### src/rtl/iso_resource_regs.sv
module iso_resource_regs #(
  parameter int ID_W   = 6,
  parameter int BW_W   = 13,
  parameter int BW_MAX = 4915,
  parameter int ADDR_W = 4,
  parameter int DATA_W = 32
) (
  input  logic              clk,
  input  logic              rst_n,
  input  logic              bus_reset,
  input  logic              req_valid,
  input  logic              req_op,
  input  logic [ADDR_W-1:0] req_addr,
  input  logic [DATA_W-1:0] req_cmp,
  input  logic [DATA_W-1:0] req_new,
  output logic              resp_valid,
  output logic              resp_err,
  output logic [DATA_W-1:0] resp_data
);
  localparam logic [BW_W-1:0]   BW_RST  = BW_W'(BW_MAX);
  localparam logic [DATA_W-1:0] ID_MASK = DATA_W'({ID_W{1'b1}});
  localparam logic [DATA_W-1:0] BW_MASK = DATA_W'({BW_W{1'b1}});

  logic [ID_W-1:0]   mgr_id;
  logic [BW_W-1:0]   bw_avail;
  logic [DATA_W-1:0] chan_lo, chan_hi;
  logic [DATA_W-1:0] cur, mask;

  wire hit    = (req_addr[ADDR_W-1:2] == '0);
  wire accept = req_valid && !bus_reset;

  always_comb begin
    case (req_addr[1:0])
      2'd0:    begin cur = DATA_W'(mgr_id);   mask = ID_MASK; end
      2'd1:    begin cur = DATA_W'(bw_avail); mask = BW_MASK; end
      2'd2:    begin cur = chan_lo;           mask = '1;      end
      default: begin cur = chan_hi;           mask = '1;      end
    endcase
  end

  wire match   = ((cur ^ req_cmp) & mask) == '0;
  wire do_swap = accept && hit && req_op && match;

  always_ff @(posedge clk or negedge rst_n) begin
    if (!rst_n) begin
      mgr_id   <= '1;
      bw_avail <= BW_RST;
      chan_lo  <= '1;
      chan_hi  <= '1;
    end else if (bus_reset) begin
      mgr_id   <= '1;
      bw_avail <= BW_RST;
      chan_lo  <= '1;
      chan_hi  <= '1;
    end else if (do_swap) begin
      case (req_addr[1:0])
        2'd0:    mgr_id   <= req_new[ID_W-1:0];
        2'd1:    bw_avail <= req_new[BW_W-1:0];
        2'd2:    chan_lo  <= req_new;
        default: chan_hi  <= req_new;
      endcase
    end
  end

  always_ff @(posedge clk or negedge rst_n) begin
    if (!rst_n) begin
      resp_valid <= 1'b0;
      resp_err   <= 1'b0;
      resp_data  <= '0;
    end else begin
      resp_valid <= accept;
      resp_err   <= accept && !hit;
      resp_data  <= hit ? cur : '0;
    end
  end

  p_resp_follows_r2: assert property (@(posedge clk) disable iff (!rst_n)
    accept |=> resp_valid);
  p_no_spurious_resp_r7: assert property (@(posedge clk) disable iff (!rst_n)
    !accept |=> !resp_valid);
  p_id_upper_zero_r5: assert property (@(posedge clk) disable iff (!rst_n)
    (accept && req_addr == '0) |=> (resp_data[DATA_W-1:ID_W] == '0));
  p_err_no_change_r6: assert property (@(posedge clk) disable iff (!rst_n)
    (accept && !hit) |=> ($stable(mgr_id) && $stable(bw_avail) && $stable(chan_lo) && $stable(chan_hi)));
  p_miss_no_change_r4: assert property (@(posedge clk) disable iff (!rst_n)
    (accept && hit && req_op && !match) |=> ($stable(mgr_id) && $stable(bw_avail) && $stable(chan_lo) && $stable(chan_hi)));
  p_read_no_change_r2: assert property (@(posedge clk) disable iff (!rst_n)
    (accept && !req_op) |=> ($stable(mgr_id) && $stable(bw_avail) && $stable(chan_lo) && $stable(chan_hi)));
  p_bus_reset_values_r7: assert property (@(posedge clk) disable iff (!rst_n)
    bus_reset |=> (mgr_id == '1 && bw_avail == BW_RST && chan_lo == '1 && chan_hi == '1));
  p_err_data_zero_r6: assert property (@(posedge clk) disable iff (!rst_n)
    resp_err |-> (resp_valid && resp_data == '0));
endmodule

### config.mk
export PLATFORM = sky130hd
export DESIGN_NAME = iso_resource_regs
export DESIGN_NICKNAME = d
export VERILOG_FILES = /design/src/rtl/iso_resource_regs.sv
export SDC_FILE = /design/constraint.sdc
export NUM_CORES = 1
export LEC_CHECK = 0
export ABC_AREA = 1
export BUFFER_PORTS_ARGS = -buffer_cell sky130_fd_sc_hd__buf_2
export CORE_UTILIZATION = 40
export DETAILED_ROUTE_END_ITERATION = 6
export GPL_TIMING_DRIVEN = 0
export SLEW_MARGIN = 30
export SYNTH_ARGS = -nofsm -noshare
export SYNTH_HDL_FRONTEND = slang
export SYNTH_SLANG_ARGS = --single-unit
### constraint.sdc
create_clock -name clk -period 3.6 [get_ports clk]
set_clock_uncertainty 0.1 [all_clocks]
set_input_delay 0.72 -clock clk [delete_from_list [all_inputs] [get_ports clk]]
set_output_delay 0.72 -clock clk [all_outputs]
set_load 0.02 [all_outputs]
### Word level (Yosys, flattened, before mapping)

Index checks and enable logic that the tools add are counted.

* reduce and logical (&&, ||, !) cells: 19
* bitwise gates (word level): 2
* muxes and demuxes: 15
* equal/unequal tests: 3

Operators by type and width (count)
* $mux 32: 7
* $pmux 32 s3: 1
* $pmux 32 s2: 1
* $mux 13: 3
* $and 32x32->32: 1
* $logic_not 32->1: 1
* $xor 32x32->32: 1
* $mux 6: 3
* $reduce_and 2->1: 4
* $reduce_bool 2->1: 4
* $logic_and 1x1->1: 5
* $logic_not 2->1: 2
* $reduce_or 3->1: 1
* $eq 2x1->1 const B: 1
* $eq 2x2->1 const B: 1
* $logic_not 1->1: 2
* $ne 2x1->1 const B: 1

* output and inout port bits: 34
* word-level logic and storage cells: 46
* input port bits: 73
* bits in registers: 117

### Longest topological paths before layout

* depth in word-level cells: 8
* gate-level depth with buffers: 17
* mapped depth without buffers: 15

### Worst setup path after synthesis

No wires, ideal clock.

* path type: in2reg
* from: input port req_addr[0]
* to: register bw_avail[10]
* data arrival time: 2.251 ns
* setup slack: 1.131 ns
* buffers on the path: 4
* data required time: 3.383 ns
* stages on the path: 16
* path through: buf_4 -> buf_6 -> buf_6 -> o21ai_1 -> nand3_1 -> nand2_1 -> nand2_1 -> nand2_1 -> nand3_1 -> nor2_1 -> nand3_1 -> nand2_2 -> nand3_2 -> buf_2 -> nand2_1 -> nand2_1

* word-level cells in the longest chain between the ends: 8

Ends and longest elaborated chain
* from (decl): line 13 `input logic [ADDR_W-1:0] req_addr,`
* $eq 2x2->1 (tied with other cells): line 33 `case (req_addr[1:0])`
* $pmux 32 s3: line 33
* $xor 32x32->32: line 41 `wire match = ((cur ^ req_cmp) & mask) == '0;`
* $and 32x32->32: line 41
* $logic_not 32->1: line 41
* $logic_and 1x1->1: line 42 `wire do_swap = accept && hit && req_op && match;`
* $reduce_bool 2->1 (no line)
* $reduce_and 2->1 (no line) *
* to (signal assigned): line 58 `2'd1: bw_avail <= req_new[BW_W-1:0];`
* to (decl): line 25 `logic [BW_W-1:0] bw_avail;`

Mark *: on every way between the ends. The rest lies on a longest branch, timed or not.
A chain may end at the register's enable or synchronous reset.

### Worst setup path in the final report

* from: input port req_addr[1]
* to: register bw_avail[11]

The elaborated chain is that of the path after synthesis.

==> impl_metrics.toml <==
[synthesis]
ys.flop_type = "dfstp_2"
seq_area_frac_synth_pct = 49.2
synth_nets = 853
netlist_top_cells_area = "dfstp_2, nand2_1, dfrtp_1"
synth-edff-count = 0
synth_top_area_share_pct = 32.9
async_reset_ff_share_pct = 100
syn_inst = 780
ys_ff_latch = 117
yosys.area.top_type = "dfstp_2"
post_synth.cell_area_avg_sq_um = 7.88
synth.distinct_cells = 30
syn-cell-area_sq_mm = 0.00615
synth-warning-count = 0

[setup_path]
cp_top_family = "simple AND/OR/NAND/NOR gates"
cp.depth = 18
critPathBufInv = 4
r2r_end = "bw_avail[11]"
worstSetupPathType = "input pin to flip-flop"
worstReg2RegStart = "chan_hi[19]"
worst_setup_path_end_kind = "flip-flop"
slowest_delay_ps = 250
path_cells = "buf_2 -> buf_4 -> inv_2 -> nor2_4 -> nand2_1 -> nand2_1 -> nand2_1 -> nand3_1 -> nand2_1 -> nor2_1 -> nand2_1 -> nor2_1 -> nand3_1 -> nand2_2 -> nand3_2 -> buf_2 -> nand2_1 -> nand2_1"
r2r_cells = 14
r2r_slack_ps = 1160
slowest_stage = "nor2_4"
critPathRequiredTime_ps = 3810
critPathArrivalTime_ps = 3020
crit_path_start_kind = "input pin"
cpMostUsedCell = "nand2_1"
path_max_fanout = 10

[flow_run]
max-cap-violations = 0

[place]
hpwl_um = 12900
gp_congestion = 0.826
dpl.cell_count = 1070
numPortBuffers = 105

[route]
dr.pass1.iters = 5
wire_per_inst_um = 16.6
route.detailed.drc = 0
ant_nets = 0
num_vias = 5731
wirelength_um = 18300
vias_per_cell = 5.21
drt_first_iter_violations = 422

[sta]
tightest_slew_ps = 627
rsz0062_at_grt = "no"
fmax_mhz = 355
setup_viol = 0
finalCritPeriodShare_pct = 78.2
fin_crit_ps = 2810
finalSetupTns_ps = 0
hold_viol = 0
hold_ws_ps = 133
slew_headroom_pct = 57.7
finalMaxSlewViolations = 0

[clock_tree]
cts_tree = "done"
path_clk_slew_ps = 50
cts-resized-gates = 0
post_cts_buffers = 0
cts_max_path_buffers = 2
hold_buffers = 0
h-tree-depth = 4
cts-root-buf = "clkbuf_16"
cts-buffers-inserted = 17
clkSinkCount = 117
clk_latency_ps = 420

[grt]
use_met3_pct = 4.63
grt_pass1_vias = 5717
overflow = 0
use_met1_pct = 31.2
grt_max_degree = 68
grt_pass1_wl_um = 29600
grt_antenna_before_repair = 0
met2_usage_pct = 40.7
busiest_layer = "met2"
grt_usage_pct = 24.7

[floorplan]
start_util_pct = 41.7
core_area_sq_mm = 0.0148
die-area_sq_mm = 0.0159
chipHeight_um = 126
die_width_um = 126
rows = 44
io_pins = 107

[power]
power_density_mw_per_mm2 = 529
p_leak_uw = 0.00389
irDropWorstVdd_uv = 382

[min_path]
hp-class = "input pin to async pin"

[final_layout]
area_growth_pct = 21.5
post-route-util_pct = 50.6
drive_gt1_share_pct = 30.6
finalNonFillerCells = 1101
diodes = 0
final_nets = 978

[status]
status = "finished, final reports clean"
==> synthesized netlist by cell type, types with 2 or more instances <==
library cell  number
nand4_1           78
nand2_2            2
dfstp_2           77
or2_1              5
dfrtp_1           40
nand3b_1          13
o21ai_0            8
buf_1              2
buf_4              9
inv_1             40
or2_2             27
nor2_2             2
buf_2             21
o21ai_1           10
a21oi_1           21
nand3_1           79
nor2_1            34
clkbuf_1          12
nand2_1          281
buf_6              7
nand3_2            3
==> cells by family (layout without fill, tap and decap cells) <==
kind of cell | after synthesis | after routing | synth area share, %
buffers and inverters | 94 | 231 | 7.61
AND/OR/NAND/NOR | 527 | 527 | 39.7
flip-flops | 117 | 117 | 49.2
AO/OA/AOI/OAI | 42 | 42 | 3.52
==> layer usage <==
metal / up-vias / share of wire [%]
met2: 157 / 48
met4: 0 / 3.7
met3: 39 / 4.0
met1: 2704 / 45
li1: 2831 / -
met5: - / 0
==> cell type report <==
| class | count | area [sq um] |
|---|---|---|
| plain buffers | 51 | 304 |
| clock buffers | 26 | 479 |
| clock inverters | 5 | 50.0 |
| fillers | 1544 | 7280 |
| inverters | 43 | 164 |
| multi-input cells | 569 | 2660 |
| flip-flops and latches | 117 | 3020 |
| well taps | 184 | 230 |
| repair buffers | 106 | 563 |
==> cells in the final DEF, fill, tap and decap left out, types with 2 or more instances in the layout <==
cell and count:
a21oi_1 21, buf_1 2, buf_2 125, buf_4 9
buf_6 7, clkbuf_1 19, clkbuf_16 17, clkbuf_8 2
clkinv_2 4, dfrtp_1 40, dfstp_2 77, inv_1 40
nand2_1 281, nand2_2 2, nand3_1 79, nand3_2 3
nand3b_1 13, nand4_1 78, nor2_1 34, nor2_2 2
o21ai_0 8, o21ai_1 10, or2_1 5, or2_2 27
==> worst reg2reg max path, cell delays in order (launching register included) <==
cell and delay [ps]:
dfstp_2 530, nand3_1 120, nand2_1 110, nand2_1 50
nand3_1 60, nand2_1 60, nor2_1 130, nand2_1 100
nor2_1 180, nand3_1 150, nand2_2 190, nand3_2 160
buf_2 250, nand2_1 90, nand2_1 40
==> registers in the layout (all words and copies together), names as in the netlist <==
name and flops:
mgr_id 6, bw_avail 13, resp_valid 1, chan_lo 32, chan_hi 32, resp_err 1
resp_data 32
==> worst max-delay path by stage <==
stage                      from      endpoint  slack (ps)
floorplan           req_addr[0]  bw_avail[10]        1130
global placement          rst_n   bw_avail[3]         210
detailed placement  req_addr[1]   bw_avail[7]         320
CTS                 req_addr[1]   bw_avail[7]         760
global route        req_addr[1]   bw_avail[7]         580
finish              req_addr[1]  bw_avail[11]         790
==> stage by stage <==
step | power (uW) | setup WS, ps | cell area, sq um
global placement | 2390 | 209 | 6910
CTS | 3970 | 760 | 7470
floorplan | 2170 | 1130 | 6150
detailed placement | 2410 | 324 | 6940
finish | 3950 | 785 | 7470
global route | 4150 | 582 | 7470
==> power breakdown <==
part	internal, uW	switching (uW)
logic	246	444
registers	1620	91.3
clock network	975	580
Note: power is estimated with default switching activity, not from simulation.
